## src/rtl/mfd_pkg.sv

```systemverilog
`timescale 1ns/1ps
package mfd_pkg;
  typedef enum logic [1:0] {
    MODE_PASS  = 2'd0,
    MODE_DIV15 = 2'd1,
    MODE_DIV2  = 2'd2
  } mode_t;

  // Ring length of the 1.5 divider: three input periods per two output periods
  localparam int RING_LEN = 3;

  function automatic mode_t decode_mode(input logic en, input logic by2);
    if (!en)     return MODE_PASS;
    else if (by2) return MODE_DIV2;
    else          return MODE_DIV15;
  endfunction
endpackage

```

## src/rtl/mfd_dividers.sv

```systemverilog
`timescale 1ns/1ps
module mfd_dividers
  import mfd_pkg::*;
(
  input  logic mclk,
  input  logic rst_n,
  output logic div15_clk,
  output logic div2_clk,
  output logic div15_quiet,
  output logic div2_quiet
);
  logic [RING_LEN-1:0] phase_ring;
  logic                fall_a;
  logic                fall_b;
  logic                tog;

  // one-hot phase ring, rotating once per input period
  always_ff @(posedge mclk or negedge rst_n) begin
    if (!rst_n) phase_ring <= {1'b1, {(RING_LEN-1){1'b0}}};
    else        phase_ring <= {phase_ring[RING_LEN-2:0], phase_ring[RING_LEN-1]};
  end

  // falling-edge copies of the first two phases
  always_ff @(negedge mclk or negedge rst_n) begin
    if (!rst_n) begin
      fall_a <= 1'b0;
      fall_b <= 1'b0;
    end else begin
      fall_a <= phase_ring[0];
      fall_b <= phase_ring[1];
    end
  end

  always_ff @(posedge mclk or negedge rst_n) begin
    if (!rst_n) tog <= 1'b0;
    else        tog <= ~tog;
  end

  // high for the first half of phase 0 and the second half of phase 1
  assign div15_clk   = (phase_ring[0] & ~fall_a) | (phase_ring[1] & fall_b);
  assign div2_clk    = tog;
  // output stays low from the coming falling edge to the next rising edge
  assign div15_quiet = ~phase_ring[1];
  assign div2_quiet  = ~tog;
endmodule

```

## src/rtl/mfd_glitchless_sel.sv

```systemverilog
`timescale 1ns/1ps
module mfd_glitchless_sel
  import mfd_pkg::*;
(
  input  logic  mclk,
  input  logic  rst_n,
  input  mode_t req_mode,
  input  logic  div15_clk,
  input  logic  div2_clk,
  input  logic  div15_quiet,
  input  logic  div2_quiet,
  output logic  clk_sel
);
  mode_t cur_mode;

  function automatic logic is_quiet(input mode_t m, input logic q15, input logic q2);
    case (m)
      MODE_DIV15: return q15;
      MODE_DIV2:  return q2;
      default:    return 1'b1;
    endcase
  endfunction

  logic may_switch;
  assign may_switch = (req_mode != cur_mode)
                    && is_quiet(cur_mode, div15_quiet, div2_quiet)
                    && is_quiet(req_mode, div15_quiet, div2_quiet);

  always_ff @(negedge mclk or negedge rst_n) begin
    if (!rst_n)          cur_mode <= MODE_PASS;
    else if (may_switch) cur_mode <= req_mode;
  end

  always_comb begin
    case (cur_mode)
      MODE_DIV15: clk_sel = div15_clk;
      MODE_DIV2:  clk_sel = div2_clk;
      default:    clk_sel = mclk;
    endcase
  end
endmodule

```

## src/rtl/mclk_frac_div.sv

```systemverilog
`timescale 1ns/1ps
module mclk_frac_div
  import mfd_pkg::*;
#(
  parameter int NCH = 2
) (
  input  logic           mclk,
  input  logic           rst_n,
  input  logic [NCH-1:0] div_en,
  input  logic [NCH-1:0] div_by2,
  output logic [NCH-1:0] clk_out
);
  for (genvar c = 0; c < NCH; c++) begin : g_ch
    logic  d15, d2, q15, q2;
    mode_t want;

    assign want = decode_mode(div_en[c], div_by2[c]);

    mfd_dividers u_div (
      .mclk        (mclk),
      .rst_n       (rst_n),
      .div15_clk   (d15),
      .div2_clk    (d2),
      .div15_quiet (q15),
      .div2_quiet  (q2)
    );

    mfd_glitchless_sel u_sel (
      .mclk        (mclk),
      .rst_n       (rst_n),
      .req_mode    (want),
      .div15_clk   (d15),
      .div2_clk    (d2),
      .div15_quiet (q15),
      .div2_quiet  (q2),
      .clk_sel     (clk_out[c])
    );
  end
endmodule

```

## config.mk

```make
export PLATFORM = sky130hd
export DESIGN_NAME = mclk_frac_div
export DESIGN_NICKNAME = d
export VERILOG_FILES = /design/src/rtl/mfd_pkg.sv /design/src/rtl/mfd_dividers.sv /design/src/rtl/mfd_glitchless_sel.sv /design/src/rtl/mclk_frac_div.sv
export SDC_FILE = /design/constraint.sdc
export NUM_CORES = 1
export LEC_CHECK = 0
export ABC_AREA = 1
export BUFFER_PORTS_ARGS = -buffer_cell sky130_fd_sc_hd__buf_4
export CORE_UTILIZATION = 55
export CTS_BUF_LIST = sky130_fd_sc_hd__clkbuf_8
export DETAILED_ROUTE_END_ITERATION = 8
export PLACE_DENSITY = 0.75
export SLEW_MARGIN = 20
export SYNTH_ARGS = -nofsm -noshare
export SYNTH_HDL_FRONTEND = slang
export SYNTH_SLANG_ARGS = --single-unit
```

## constraint.sdc

```tcl
create_clock -name mclk -period 3.4 [get_ports mclk]
set_input_delay 0.68 -clock mclk [delete_from_list [all_inputs] [get_ports mclk]]
set_output_delay 0.68 -clock mclk [all_outputs]
set_load 0.01 [all_outputs]
```

After elaboration in Yosys (flattened, before gate mapping)
Index checks and enable logic that the tools add are counted.
- register bits: 16
- bitwise operators: 12
- reduce and logical (&&, ||, !) cells: 4
- muxes and demuxes: 10
- equality and inequality tests: 10
- operators with widths (kind ; number):
    $pmux W1 S2 ; 6
    $eq A2 B1 Y1 const B ; 4
    $eq A2 B2 Y1 const B ; 4
    $mux W2 ; 4
    $not A1 Y1 ; 6
    $and A1 B1 Y1 ; 4
    $logic_and A1 B1 Y1 ; 4
    $ne A2 B2 Y1 ; 2
    $or A1 B1 Y1 ; 2

Depth between registers and ports, before layout
Gate-level depths: netlist of the first run.
- depth after elaboration: 5
- depth in mapped cells: 8

By module
A second synthesis of the first run with hierarchy kept.
- cells, all modules: 88
- area, all modules: 778.2 um^2
- by module, submodules not included (module ; cells each ; times used ; seq. area each (um^2) ; area each (um^2)):
    mfd_glitchless_sel ; 28 ; 2 ; 50.0 ; 197.7
    mfd_dividers ; 12 ; 2 ; 151.4 ; 173.9
    mclk_frac_div ; 8 ; 1 ; 0.0 ; 35.0

==> results.md, run 1 <==
* Critical R2R Launch: g_ch[1].u_div.phase_ring[1]
* Final hold viol count at 0
* Vias in the first global route at 518
* Logic pwr share at roughly two fifths
* WL per Instance at between 10 and 15 um
* Unrepaired setup endpoints after global routing: true
* Initial core utilization at between 60% and 70%
* Area of the multi-input gates at between 300 and 400 um2
* Share of layout cells above drive strength 1 at around 36%
* Hold crit path type: in2async
* DRC viols at 0
* Commonest non-fill, non-tap cell in the layout: nand2_1
* CP Cell Sequence: inv_2, ha_4, a21oi_2, a22oi_1, buf_4
* Status: complete, but fails checks
* Layout Utilization at ~77%
* Final instance area at 915 um2
* Antenna-violating nets left at 0
* Syn nets at 87
* Int Power at ~0.51 mW
* Fin nets at 100
* Slowest CP cell: dfrtn_1
* CTS tree: built
* Max_cap viols at 0
* Clock root buffer: clkbuf_8
* Global route total overflow at 0
* CP required at roughly 2700 ps
* Port Buffer Count at 7
* Max-slew violation count at 0
* Clk pwr share at roughly a third
* Die Y at between 30 and 40 um
* Vias/cell at slightly below 5
* Switching share of power at 36.1%
* Critical path depth in cells at 5
* CP Capture Point: clk_out[0]
* NetSw at between 0.2 and 0.3 mW
* Clk buf depth at 2
* Crit path from: g_ch[0].u_sel.cur_mode[0]
* Max-slew headroom at roughly 87%
* Core area at between 0.001 and 0.0015 mm2
* Row cnt at 12
* TritonCTS Buffers at 3
* Drt first pass iters at 3
* Filler instances at 74
* Critical Path End Type: output pin
* Startpoint type of the worst setup path: flop
* Cell family with most CP delay: flip-flops
* Die span in x at around 39 um
* Failing checks: setup timing
* Antenna violations before repair at 0
* 1st-iter DRT viols at 7
* Routed WL at roughly 1300 um
* Mapped Area at about 750 um2
* Worst-path clk slew at about 70 ps
* Final WS setup at -355 ps
* ANT cells at 0
* Ys Warns at 0
* Global-route wire length before repair at 2060 um
* Register area share after synthesis at ~54%
* Vias post-DR at slightly above 500
* WS Path Type: reg2out
* CP max FO at 3
* I/O pins at 8
* Buffers plus inverters on the worst setup path at 2
* Synth Register Bits at 16
* Worst hold slack at ~270 ps
* Power Density at 868 mW/mm2
* Area growth from synthesis to layout at 22.0%
* Post-placement cell area at just over 800 um2
* Most frequent cells in the layout: nand2_1, inv_1, buf_4
* Register area at approximately 400 um2
* Synth Instances at a little under 80
* Non-Filler Instances at between 100 and 150
* Hold_buf cts at 0
* Worst-margin pin slew at roughly 200 ps
* Post-synth cell types at 16
* Leak at a little under 0.5 nW
* Setup Skew at around 15 ps
* GP Congestion at about 0.77
* Die Area at approximately 0.0015 mm2
* Mapped Avg Cell Area at roughly 9.7 um2
* R2R depth at 7
* RR Endpoint: g_ch[1].u_sel.cur_mode[0]
* Power after layout at between 0.7 and 0.8 mW
* Arrival time at the worst endpoint at 3070 ps
* Reg2Reg Setup Slack at around 650 ps
* Dpl hpwl at 820 um
* # H-tree levels at 1
* Seq pwr share at a little under a third
* Final setup viols at 2
* Pin count of the biggest net entering global routing at 17
* Dpl cells at 96
* Peak supply drop at 0.712 mV
* Slowest stage delay, CP at approximately 430 ps
* Total track usage at roughly 22%
* Worst-skew pair later-pin latency at ~270 ps
-- registers in the layout (all words and copies together) (netlist names) --
name                   cells
g_ch.u_div.fall_a          2
g_ch.u_sel.cur_mode        4
g_ch.u_div.div2_clk        2
g_ch.u_div.phase_ring      6
g_ch.u_div.fall_b          2
-- stage by stage --
| step | worst slack [ps] | setup TNS (ps) |
|---|---|---|
| floorplan | -6.28 | -6.28 |
| global placement | -17.5 | -21.2 |
| detailed placement | -47.7 | -73.7 |
| CTS | -370 | -735 |
| global route | -391 | -765 |
| finish | -355 | -691 |
-- kinds of logic after synthesis --
kind of cell / after synthesis / synth area share (%)
flops: 16 / 53.8
fa+ha+maj: 4 / 6.68
simple gates: 30 / 23.0
compound gates: 8 / 6.01
buf+inv: 19 / 10.5
-- area by class of cell --
class | count | share of cell area, %
flip-flops and latches | 16 | 44.0
multi-input cells | 42 | 34.2
inverters | 16 | 6.57
clock buffers | 5 | 6.16
repair buffers | 7 | 5.75
well taps | 14 | 1.92
clock inverters | 3 | 1.37
-- worst min-delay path by stage --
stage / start / to / slack, ps / cells past startpoint
3_5_place_dp: g_ch[0].u_div.phase_ring[2] / g_ch[0].u_div.phase_ring[0] / 380 / 0
5_1_grt: rst_n / g_ch[1].u_div.div2_clk / 280 / 1
6_report: rst_n / g_ch[1].u_div.div2_clk / 270 / 1
4_1_cts: rst_n / g_ch[0].u_div.div2_clk / 270 / 1
3_3_place_gp: g_ch[1].u_div.phase_ring[2] / g_ch[1].u_div.phase_ring[0] / 380 / 0
2_1_floorplan: g_ch[0].u_div.phase_ring[0] / g_ch[0].u_div.phase_ring[1] / 370 / 0
-- layer usage --
layer	share of wire, %	track usage, %
met1	46	23.8
met2	48	36.3
met3	3.0	6.94
met4	2.9	17.2
met5	0	0
-- repair_timing --
action / in CTS / in global routing
setup endpoints to repair: 2 / 2
endpoints found under the hold margin: 0 / 0
pin swaps: 4 / 1
resized for setup: 2 / 2
setup buffers: 2 / 0
-- worst register-to-register path: stages, from the launching register on --
cell	delay (ps)
dfrtp_1	430
inv_1	70
nand2_1	100
nand3b_4	80
nand2_2	90
nand2_1	50
nand2_1	60
inv_1	50
-- synthesized netlist by cell type --
cell type  instances  area (um2)
o21ai_0            2        10.0
nand3b_4           2        40.0
nand3_1            6        30.0
a21oi_1            2        10.0
dfrtp_1            6         150
nand2_1           18        67.6
o21ai_1            2        10.0
inv_1             13        48.8
buf_4              2        15.0
inv_2              4        15.0
a22oi_1            2        15.0
ha_1               4        50.1
dfstp_2            2        52.6
nand2_4            2        22.5
dfrtn_1            8         200
nand2_2            2        12.5
-- power groups by stage --
stage | Clock, mW | Sequential (mW) | Combinational, mW
6_report | 0.251 | 0.240 | 0.303
5_1_grt | 0.269 | 0.242 | 0.328
3_5_place_dp | 0.0924 | 0.245 | 0.248
3_3_place_gp | 0.0924 | 0.243 | 0.239
4_1_cts | 0.260 | 0.240 | 0.291
2_1_floorplan | 0.0924 | 0.239 | 0.207
(Power assumes the default switching activity.)
==> run 2, diff against run 1 <==
--- a/config.mk
+++ b/config.mk
@@ -6,7 +6,7 @@
 export NUM_CORES = 1
 export LEC_CHECK = 0
 export ABC_AREA = 1
-export BUFFER_PORTS_ARGS = -buffer_cell sky130_fd_sc_hd__buf_4
+export BUFFER_PORTS_ARGS = -buffer_cell sky130_fd_sc_hd__buf_2
 export CORE_UTILIZATION = 55
 export CTS_BUF_LIST = sky130_fd_sc_hd__clkbuf_8
 export DETAILED_ROUTE_END_ITERATION = 8
==> run 2 against run 1 <==
The flow still finishes with violations (setup timing). Setup slack improved by 32 ps. Die area is the same. Clock power down 10%. Largest power group unchanged. Wire length down 16%. Utilization is 3.1 points lower.
==> results.md, run 2 (synthesized netlist as in run 1, its figures left out) <==
* Core area at 0.00119 mm2 (unchanged)
* Total track usage at 19.9% (-2.5 points)
* Registers with the most flip-flops: g_ch.u_div.phase_ring: 6 flops, g_ch.u_sel.cur_mode: 4 flops
* Failing checks: setup timing
* Fin nets at 99 (-1.0%)
* Die Y at 38.9 um (unchanged)
* Clk buf depth at 2 (unchanged)
* Worst-margin pin slew at 341 ps (+140 ps)
* CP required at 2720 ps (about the same)
* Reg2Reg Setup Slack at 650 ps (about the same)
* Power Density at 846 mW/mm2 (-2.6%)
* Peak supply drop at 0.506 mV (-29%)
* 1st-iter DRT viols at 13 (+6)
* Startpoint type of the worst setup path: flop
* Vias in the first global route at 490 (-5.4%)
* Initial core utilization at 63.2% (unchanged)
* Crit path from: g_ch[0].u_sel.cur_mode[0]
* Port Buffer Count at 7 (unchanged)
* Vias/cell at 4.89 (-1.0%)
* Unrepaired setup endpoints after global routing: true
* Status: complete, but fails checks
* I/O pins at 8 (unchanged)
* Filler instances at 87 (+18%)
* Pin count of the biggest net entering global routing at 17 (unchanged)
* Leak at 0.486 nW (-1.5%)
* Vias post-DR at 499 (-2.0%)
* DRC viols at 0 (unchanged)
* Area growth from synthesis to layout at 17.2%
* Dpl hpwl at 819 um (about the same)
* Global-route wire length before repair at 1940 um (-5.7%)
* Biggest register: g_ch.u_div.phase_ring
* WL per Instance at 11.0 um (-15%)
* Final setup viols at 2 (unchanged)
* Power after layout at 0.743 mW (-6.5%)
* Commonest non-fill, non-tap cell in the layout: nand2_1
* Worst-skew pair later-pin latency at 260 ps (about the same)
* WS Path Type: reg2out
* Die Area at 0.00151 mm2 (unchanged)
* Share of layout cells above drive strength 1 at 34.1% (-1.9 points)
* CTS tree: built
* TritonCTS Buffers at 3 (unchanged)
* Clock root buffer: clkbuf_8
* Final WS setup at -322 ps (+32.4 ps)
* ANT cells at 0 (unchanged)
* Routed WL at 1130 um (-16%)
* Antenna-violating nets left at 0 (unchanged)
* Global route total overflow at 0 (unchanged)
* Critical Path End Type: output pin
* Max FFs per register at 6 (unchanged)
* Drt first pass iters at 2 (-1)
* Antenna violations before repair at 0 (unchanged)
* Arrival time at the worst endpoint at 3040 ps (-30 ps)
* Most frequent cells in the layout: nand2_1, inv_1, dfrtn_1
* GP Congestion at 0.737 (-4.1%)
* Max_cap viols at 0 (unchanged)
* Dpl ws at -22.1 ps (+25.6 ps)
* Hold crit path type: in2async
* Critical R2R Launch: g_ch[0].u_div.phase_ring[1]
* Row cnt at 12 (unchanged)
* Max-slew violation count at 0 (unchanged)
* Die span in x at 38.9 um (unchanged)
* CP max FO at 3 (unchanged)
* Setup Skew at 18.3 ps (+2.89 ps)
* Final hold viol count at 0 (unchanged)
* # H-tree levels at 1 (unchanged)
* Worst-path clk slew at 70 ps (about the same)
* Max-slew headroom at 77.3% (-9.3 points)
[run 2: repair_timing]
item,4_1_cts,5_1_grt
hold buffers,0,0
pin swaps,2,0
resized for setup,2,1
gates cloned,0,0
setup buffers,1,0
endpoints found under the setup margin,2,2
[run 2: worst paths after layout]
path | end | depth (start not counted)
setup / recovery | clk_out[0] | 5
hold / removal | g_ch[1].u_div.div2_clk | 1
setup reg to reg | g_ch[0].u_sel.cur_mode[0] | 7
hold reg to reg | g_ch[1].u_div.phase_ring[0] | 0
max in group asynchronous | g_ch[0].u_div.fall_b | 1
min in group mclk | g_ch[1].u_div.phase_ring[0] | 0
[run 2: metal layers]
layer | vias to the layer above | track usage, % | routed length [um]
met5 | - | 0 | 0
met4 | 0 | 11.2 | 0
met3 | 0 | 5.78 | 28
met2 | 4 | 29.6 | 547
met1 | 236 | 25.7 | 549
li1 | 259 | - | -
[run 2: critical path, stage by stage (launching register included)]
cell and delay [ps]:
dfrtn_1 420, inv_2 60, ha_4 270, a21oi_2 30, a22oi_1 140, buf_2 160
[run 2: report_power, final]
group	internal, mW	leakage (nW)	total [mW]	switching, mW
registers	0.216	0.201	0.240	0.0237
logic	0.144	0.232	0.277	0.133
clock network	0.119	0.0521	0.226	0.107
total	0.478	0.486	0.743	0.264
[run 2: area by class of cell]
cell class | count | area, um2 | area share (%)
Tap cell | 14 | 17.5 | 1.99
Multi-Input combinational cell | 42 | 303 | 34.5
Clock inverter | 3 | 11.3 | 1.28
Timing Repair Buffer | 6 | 32.5 | 3.70
Inverter | 16 | 60.1 | 6.84
Sequential cell | 16 | 403 | 45.9
Clock buffer | 5 | 51.3 | 5.84
[run 2: stage by stage]
stage | std cells | utilization [%] | cell area (um2) | setup TNS [ps] | hold slack [ps]
2_1_floorplan | 77 | - | 774 | -6.28 | 371
3_3_place_gp | 96 | 68.5 | 812 | -12.2 | 384
3_5_place_dp | 96 | 68.5 | 812 | -42.2 | 383
4_1_cts | 102 | 73.8 | 876 | -652 | 334
5_1_grt | 102 | 74.1 | 878 | -760 | 357
6_report | 102 | 74.1 | 878 | -641 | 328
